**src/rtl/fu_dispatch.sv**
```systemverilog
module fu_dispatch #(
  parameter int NUM_FU = 5
) (
  input  logic              clk,
  input  logic              rst_n,
  input  logic              insn_valid,
  input  logic [NUM_FU-1:0] insn_fu_mask,
  input  logic [NUM_FU-1:0] fu_busy,
  output logic              insn_ready,
  output logic [NUM_FU-1:0] fu_issue,
  output logic              illegal
);

  typedef enum logic [1:0] {S_IDLE, S_ISSUE, S_WAIT_UP, S_WAIT_DOWN} state_t;

  state_t            state_q;
  logic [NUM_FU-1:0] sel_q;
  logic              illegal_q;

  wire              accept   = insn_valid && (state_q == S_IDLE);
  wire [NUM_FU-1:0] pick     = insn_fu_mask & (~insn_fu_mask + 1'b1);
  wire              sel_busy = |(fu_busy & sel_q);

  always_ff @(posedge clk) begin
    if (!rst_n) begin
      state_q   <= S_IDLE;
      sel_q     <= '0;
      illegal_q <= 1'b0;
    end else begin
      illegal_q <= accept && (insn_fu_mask == '0);
      unique case (state_q)
        S_IDLE:
          if (accept && insn_fu_mask != '0) begin
            sel_q   <= pick;
            state_q <= S_ISSUE;
          end
        S_ISSUE:     state_q <= S_WAIT_UP;
        S_WAIT_UP:   if (sel_busy)  state_q <= S_WAIT_DOWN;
        S_WAIT_DOWN: if (!sel_busy) state_q <= S_IDLE;
        default:     state_q <= S_IDLE;
      endcase
    end
  end

  assign insn_ready = (state_q == S_IDLE);
  assign fu_issue   = (state_q == S_ISSUE) ? sel_q : '0;
  assign illegal    = illegal_q;

endmodule

```
**config.mk**
```make
export PLATFORM = sky130hd
export DESIGN_NAME = fu_dispatch
export DESIGN_NICKNAME = d
export VERILOG_FILES = /design/src/rtl/fu_dispatch.sv
export SDC_FILE = /design/constraint.sdc
export NUM_CORES = 1
export LEC_CHECK = 0
export ABC_AREA = 1
export BUFFER_PORTS_ARGS = -buffer_cell sky130_fd_sc_hd__buf_4
export CAP_MARGIN = 20
export CORE_ASPECT_RATIO = 0.9
export CORE_UTILIZATION = 32
export DETAILED_ROUTE_END_ITERATION = 10
export GPL_TIMING_DRIVEN = 0
export RECOVER_POWER = 25
export SLEW_MARGIN = 40
export SYNTH_ARGS = -nofsm -noshare
export SYNTH_HDL_FRONTEND = slang
export SYNTH_SLANG_ARGS = --single-unit
```
**constraint.sdc**
```tcl
create_clock -name clk -period 1.3 [get_ports clk]
set_input_delay 0.26 -clock clk [delete_from_list [all_inputs] [get_ports clk]]
set_output_delay 0.26 -clock clk [all_outputs]
set_load 0.01 [all_outputs]
```
* Word level (Yosys, flattened, before mapping)
Cells that the tools add are included.
Storage, ports and cells: register bits after elaboration 8, logic and storage cells 27, input port bits 13, output and inout port bits 7
Cells by class: $add $sub $neg 1, equality and inequality tests 6, bitwise operators 3, multiplexer cells 5, reductions and logical operators 9
Operators with widths (count):
- 5-bit bitwise AND | 2
- 2-bit case mux with 4 select lines | 1
- 2-bit two-way mux | 3
- 5-bit by 1-bit adder with 5-bit output, second input constant | 1
- 5-bit logical NOT | 1
- 5-bit two-way mux | 1
- 5-bit inverter | 1
- 5-bit nonzero test | 1
- 5-bit OR reduction | 1
- 2-bit == test, second input constant | 2
- 2-bit != test, second input constant | 2
- 1-bit logical AND | 3
- 3-bit AND reduction | 1
- 2-bit by 1-bit == test with 1-bit output, second input constant | 1
- 2-bit logical NOT | 1
- 2-bit by 1-bit != test with 1-bit output, second input constant | 1
- 2-bit AND reduction | 1

* Logic depth before layout (Yosys ltp)
Gate-level depths: netlist (run 1).
word-level depth 5, gate-level depth with buffers 9, mapped depth without buffers 9

* Worst setup path after synthesis (run 1)
OpenSTA, ideal clock, no wires.
path kind register to register, from register state_q[0], to register state_q[0], data required time 1.185 ns, path slack -0.048 ns, arrival 1.233 ns, buffers on the path 0, cell stages (with the launch flop) 9, period minus slack after synthesis 1.348 ns, setup time 0.115 ns, cells stage by stage dfxtp_1 inv_1 ha_1 nand2_1 inv_1 o21ai_4 nand2_4 a21oi_1 nor2_1
On the way: longest elaborated chain between the ends 5, elaborated cells on any way between the ends 11, those cells by class 6 x eq/ne; 1 x mux; 4 x reduce/logical
Ends and longest elaborated chain:
- start: declaration | line 16 | state_t state_q;
- start signal: assignment | line 26 | state_q <= S_IDLE;
- start signal: assignment | line 35 | state_q <= S_ISSUE;
- start signal: assignment | line 37 | S_ISSUE: state_q <= S_WAIT_UP;
- 2-bit logical NOT (*)
- via insn_ready | line 9 | output logic insn_ready,
- 1-bit logical AND | line 20 | wire accept = insn_valid && (state_q == S_IDLE);
- 1-bit logical AND | line 33 | if (accept && insn_fu_mask != '0) begin
- 2-bit by 1-bit != test with 1-bit output (no line)
- 3-bit AND reduction (no line)
The timed path passes the listed nets; every way through them passes the cells marked *. A chain may end at the register's enable or synchronous reset.

* Worst setup path after layout (run 1)
from register state_q[1], to output fu_issue[0]
On the way: longest elaborated chain between the ends 2
Ends and longest elaborated chain:
- 2-bit by 1-bit == test with 1-bit output | line 46 | assign fu_issue = (state_q == S_ISSUE) ? sel_q : '0;
- 5-bit two-way mux | line 46
- end: declaration | line 10 | output logic [NUM_FU-1:0] fu_issue,
Every way passes these cells.

==> flow_summary_export.csv, run 1 <==
group,metric,value,unit
outcome,status,"complete, no violations",
global_route,grt_pass1_wl,1750,um
die,rows,13,
clock_tree,insertion_delay,250,ps
global_route,antenna_found_initial,0,
min_path,hold_end,"illegal",
synthesis,syn_avg_cell_area,6.82,um2
die,start_util,35.0,%
timing,rsz0062_at_grt,"true",
worst_setup_path,critical_path.top_delay_family,"flip-flops",
drt,firstDrtPassIters,3,
die,die-area,0.00178,mm2
pwr,ir_drop,0.821,mV
placement,place_congestion,0.803,
worst_setup_path,path_cells,"inv_4 > ha_4 > nand2_2 > inv_2 > buf_6",
synthesis,yosysUniqueCellTypes,17,
synthesis,netlist_area,518,um2
clock_tree,cts.sinks,8,
synthesis,ys_ff_latch,8,
clock_tree,cts_buffer_depth,2,
min_path,hold_start,"insn_fu_mask[4]",
placement,dp_hpwl,848,um
worst_setup_path,cp_slowest_cell,"dfxtp_2",
synthesis,yosys.area.top_type,"dfxtp_1",
global_route,grt_overflow,0,
min_path,hp-class,"in -> reg",
clock_tree,cts_inserted_buffers,3,
drt,drc,0,
timing,period_minus_slack,1300,ps
timing,drv_slew,0,
pwr,p_leak,0.410,nW
global_route,track_usage,14.1,%
die,die_w,44.4,um
flow_run,maxCapViolCount,0,
layout,final_nets,122,
worst_setup_path,slowest_delay,350,ps
global_route,grt_max_degree,8,
synthesis,syn_inst,76,
worst_setup_path,worst_ep_required_time,1040,ps
clock_tree,cts_tree,"done",
timing,maxSlewHeadroom,84.3,%
placement,dp_cells,117,
drt,detail_route.vias_per_cell,4.22,
drt,wl,1150,um
timing,setup_tns,0,ps
synthesis,ys_seq_area_share,30.9,%
synthesis,synth_area_leaders,"dfxtp_1, nand2_1, ha_1",
timing,worst_slew_pin_slew,233,ps
drt,first_iter_violations,9,
worst_setup_path,path_max_fanout,5,
synthesis,synth_warnings,0,
worst_setup_path,rr_worst_depth,8,
die,pin_count,20,
worst_setup_path,critPathLaunch,"state_q[1]",
die,dieHeight,40.2,um
drt,vias,523,
placement,io_buffers,19,
timing,fin_skew,1.23,ps
worst_setup_path,rrSetupSlack,50,ps
timing,finalSetupViolCount,0,
timing,fmax,0.771,GHz
synthesis,yosysTopAreaCellShare,30.9,%
clock_tree,cts_max_level,1,
min_path,hold_path_depth,2,
clock_tree,cts-root-buf,"clkbuf_4",
global_route,grt_pass1_vias,422,
layout,layout-drive-gt1-share,49.0,%
pwr,powerDensity,1510,mW/mm2
worst_setup_path,r2r_start,"state_q[0]",
timing,finalCritPeriodShare,99.7,%
layout,num_antenna_cells,0,
clock_tree,cts_hold_buf,0,
die,core-area,0.00148,mm2
drt,wire_per_inst,9.27,um
worst_setup_path,cp-start-kind,"flop",
layout,syn_to_final_growth,56.3,%
worst_setup_path,cp.arrival,1040,ps
worst_setup_path,critPathKind,"reg -> out",
timing,finalHoldViolations,0,
synthesis,syn_nets,94,
timing,holdWs,215,ps
worst_setup_path,r2r_end,"sel_q[1]",
layout,layout.cells.non_filler,124,
clock_tree,clk_pin_slew,50,ps
worst_setup_path,critPathCaptureType,"output pin",
worst_setup_path,crit_buf_inv,3,
drt,detail-route-antenna-nets,0,
[placed cells by master, fill, tap and decap left out, types with 2 or more instances in the layout]
master / n
a21oi_1: 5
buf_4: 17
buf_6: 5
clkbuf_4: 3
dfxtp_1: 6
ha_1: 3
ha_4: 2
inv_1: 7
inv_2: 7
nand2_1: 13
nand2_2: 8
nand3_1: 4
nand4_1: 2
nor2_1: 7
[power by group]
part / total (mW) / internal [mW] / switching (mW)
combinational: 0.669 / 0.319 / 0.350
sequential: 0.359 / 0.303 / 0.0563
clock: 0.191 / 0.106 / 0.0856
[per-layer routing]
layer / share of wire, % / track usage [%] / vias up / wire length [um]
met4: 0.43 / 9.09 / 0 / 5
met3: 3.6 / 2.70 / 2 / 41
met5: 0 / 0 / - / 0
li1: - / - / 289 / -
met2: 45 / 21.0 / 13 / 513
met1: 51 / 18.7 / 219 / 589
[how the worst max path moves through the flow]
| stage | end | cells after the start | slack, ps |
|---|---|---|---|
| after floorplan | sel_q[1] | 8 | 20 |
| after detailed placement | sel_q[2] | 8 | -100 |
| after global routing | fu_issue[0] | 5 | -50 |
| after global placement | sel_q[2] | 8 | -90 |
| after CTS | fu_issue[4] | 5 | -2 |
| final | fu_issue[0] | 5 | 3 |
[flip-flops by register name, summed over array words and instances (netlist names)]
name	cells
sel_q	5
illegal	1
state_q	2
[cell families (layout without fill, tap and decap cells)]
logic type | count (synthesis) | count (layout) | synth area share [%]
compound gates | 9 | 9 | 11.4
flops | 8 | 8 | 30.9
simple gates | 39 | 39 | 34.8
buf+inv | 15 | 41 | 10.9
fa+ha+maj | 5 | 5 | 12.1
[cells in the mapped netlist]
cell	number
a21oi_1	6
dfxtp_1	8
ha_1	5
inv_1	15
nand2_1	20
nand2_2	1
nand2_4	1
nand3_1	4
nand4_1	2
nor2_1	7
nor2_2	1
nor2_4	1
nor3_1	1
nor4_1	1
o21ai_0	1
o21ai_4	1
o21bai_1	1
[layout make-up]
type	count	area [um2]
Tap cell	22	27.5
Inverter	15	58.8
Clock buffer	3	22.5
Fill cell	156	671
Multi-Input combinational cell	53	348
Sequential cell	8	165
Timing Repair Buffer	23	188
[metrics by stage]
step	setup slack (ps)	area (um2)	util, %	total power [mW]
global placement	-92.0	691	46.7	0.828
floorplan	19.4	520	-	0.689
CTS	-1.73	777	52.5	1.14
finish	3.50	810	54.7	1.22
global route	-50.1	810	54.7	1.32
detailed placement	-100	691	46.7	0.831
[repair_timing]
item,in CTS,in global routing
gates resized for setup,15,13
setup endpoints to repair,11,10
hold endpoints to repair,0,0
pin swaps,2,3
setup buffers,2,2
Power figures use the tool's default switching activity.
==> inputs of run 2 (changes only) <==
Settings changed: CTS_BUF_LIST from default to sky130_fd_sc_hd__clkbuf_16, GPL_TIMING_DRIVEN 0 to default.
==> run 2 against run 1 <==
The run now ends with negative setup slack left. Routed wire length grew 7.5%. Critical path depth is the same. Cell count grew 0.81%. Cell area grew 7.3%. Die area is the same. Via count grew 3.8%. Combinational power grew 3.6%. Register-to-register slack gained 50 ps. Sequential share of layout area shrank 1.7 points. Sequential power shrank 4%. Worst setup slack lost 19 ps. Flip-flop and latch count is the same. Largest cell class unchanged.
==> flow_summary_export.csv, run 2 (same netlist as run 1, synthesis figures left out) <==
group,metric,value,unit
layout,syn_to_final_growth,67.6,%
die,core-area,0.00148,mm2
timing,period_minus_slack,1320,ps
layout,fillers,128,
timing,finalHoldViolations,0,
die,rows,13,
placement,dp_hpwl,956,um
pwr,netSwitchingFraction,33.8,%
global_route,grt_pass1_vias,480,
pwr,seq_power_share,22.2,%
layout,layout_commonest_cell,"buf_4",
layout,fin_util,58.7,%
timing,timing.final.ws_setup,-15.9,ps
clock_tree,cts_tree,"done",
drt,firstDrtPassIters,3,
clock_tree,cts_buffer_depth,2,
worst_setup_path,path_max_fanout,5,
clock_tree,cts_inserted_buffers,3,
timing,setup_tns,-32.6,ps
die,start_util,35.0,%
pwr,ir_drop,1.18,mV
die,die-area,0.00178,mm2
drt,wl,1240,um
min_path,hp-class,"in -> reg",
timing,rsz0062_at_grt,"true",
clock_tree,cts_max_level,1,
timing,drv_slew,0,
layout,layout-drive-gt1-share,46.6,%
placement,io_buffers,19,
worst_setup_path,worst_ep_required_time,1040,ps
clock_tree,cts-root-buf,"clkbuf_16",
pwr,clockPowerShare,33.1,%
pwr,powerDensity,1780,mW/mm2
placement,place_congestion,0.728,
die,die_w,44.4,um
placement,dp_worst_setup_slack,35.2,ps
pwr,p_leak,0.442,nW
pwr,p_int,1.03,mW
global_route,grt_pass1_wl,1990,um
layout,regMostFlops,"sel_q",
die,dieHeight,40.2,um
drt,drc,0,
global_route,track_usage,16.0,%
global_route,grt_max_degree,8,
global_route,grt_overflow,0,
drt,vias,543,
outcome,violations,"negative setup slack",
drt,first_iter_violations,4,
timing,finalSetupViolCount,5,
layout,final_cell_mix,"buf_4, nand2_1, inv_1",
worst_setup_path,critPathCaptureType,"output pin",
layout,num_antenna_cells,0,
timing,fmax,0.760,GHz
global_route,antenna_found_initial,0,
pwr,comb_power_share,44.7,%
drt,detail_route.vias_per_cell,4.34,
drt,detail-route-antenna-nets,0,
outcome,status,"finished, violations left",
worst_setup_path,critPathKind,"reg -> out",
timing,finalCritPeriodShare,101,%
worst_setup_path,cp-start-kind,"flop",
clock_tree,cts.sinks,8,
layout,largest_reg_flops,5,
pwr,p_switching,523,uW
worst_setup_path,cp.arrival,1060,ps
die,pin_count,20,
timing,worst_slew_pin_slew,256,ps
flow_run,maxCapViolCount,0,
layout,final_nets,123,
drt,wire_per_inst,9.89,um
timing,fin_skew,3.16,ps
timing,maxSlewHeadroom,82.9,%
clock_tree,clk_pin_slew,40,ps
clock_tree,insertion_delay,230,ps
[run 2: cell count changes in the layout (fill, tap and decap cells not counted), sizes merged]
cell,delta
buf,+1
[run 2: power by group through the flow]
stage               combinational [mW]  clock, mW  sequential [mW]
floorplan                        0.360          0            0.329
global placement                 0.578          0            0.326
detailed placement               0.580          0            0.329
CTS                              0.665      0.512            0.338
global route                     0.771      0.527            0.351
finish                           0.693      0.514            0.343
[run 2: timing repair]
action | in CTS | in global routing
buffers inserted | 0 | 0
hold buffers | 0 | 0
resized for setup | 16 | 11
pin swaps | 4 | 3
setup endpoints to repair | 6 | 10
hold endpoints to repair | 0 | 0
[run 2: worst paths after layout]
kind                    from          end  slack [ps]  depth (start not counted)
max               state_q[0]  fu_issue[0]         -20                          5
min          insn_fu_mask[4]      illegal         250                          2
max reg2reg       state_q[1]   state_q[0]         100                          8
min reg2reg         sel_q[4]     sel_q[4]         500                          2
[run 2: metal layers]
metal,vias up,track usage (%),share of wire (%),routed length (um)
met1,238,20.6,52,639
met2,11,27.9,46,565
met3,2,1.35,2.1,26
met4,0,6.82,0.40,5
li1,292,-,-,-
met5,-,0,0,0
[run 2: critical path: stages, from the launching register on]
cell and delay [ps]:
dfxtp_2 330, buf_6 110, ha_4 170, nand2_1 60, inv_1 60, buf_6 90
[run 2: through the flow]
step	std cells	cell area, um2	hold slack, ps	power, mW
2_1_floorplan	76	520	338	0.689
3_3_place_gp	122	728	476	0.904
3_5_place_dp	122	728	473	0.909
4_1_cts	125	857	241	1.52
5_1_grt	125	868	256	1.65
6_report	125	868	245	1.55
[run 2: cell type report]
| type | count | area (um2) | area share [%] |
|---|---|---|---|
| Tap cell | 22 | 27.5 | 3.17 |
| Clock buffer | 3 | 75.1 | 8.65 |
| Inverter | 15 | 58.8 | 6.77 |
| Sequential cell | 8 | 163 | 18.7 |
| Multi-Input combinational cell | 53 | 342 | 39.3 |
| Timing Repair Buffer | 24 | 203 | 23.3 |
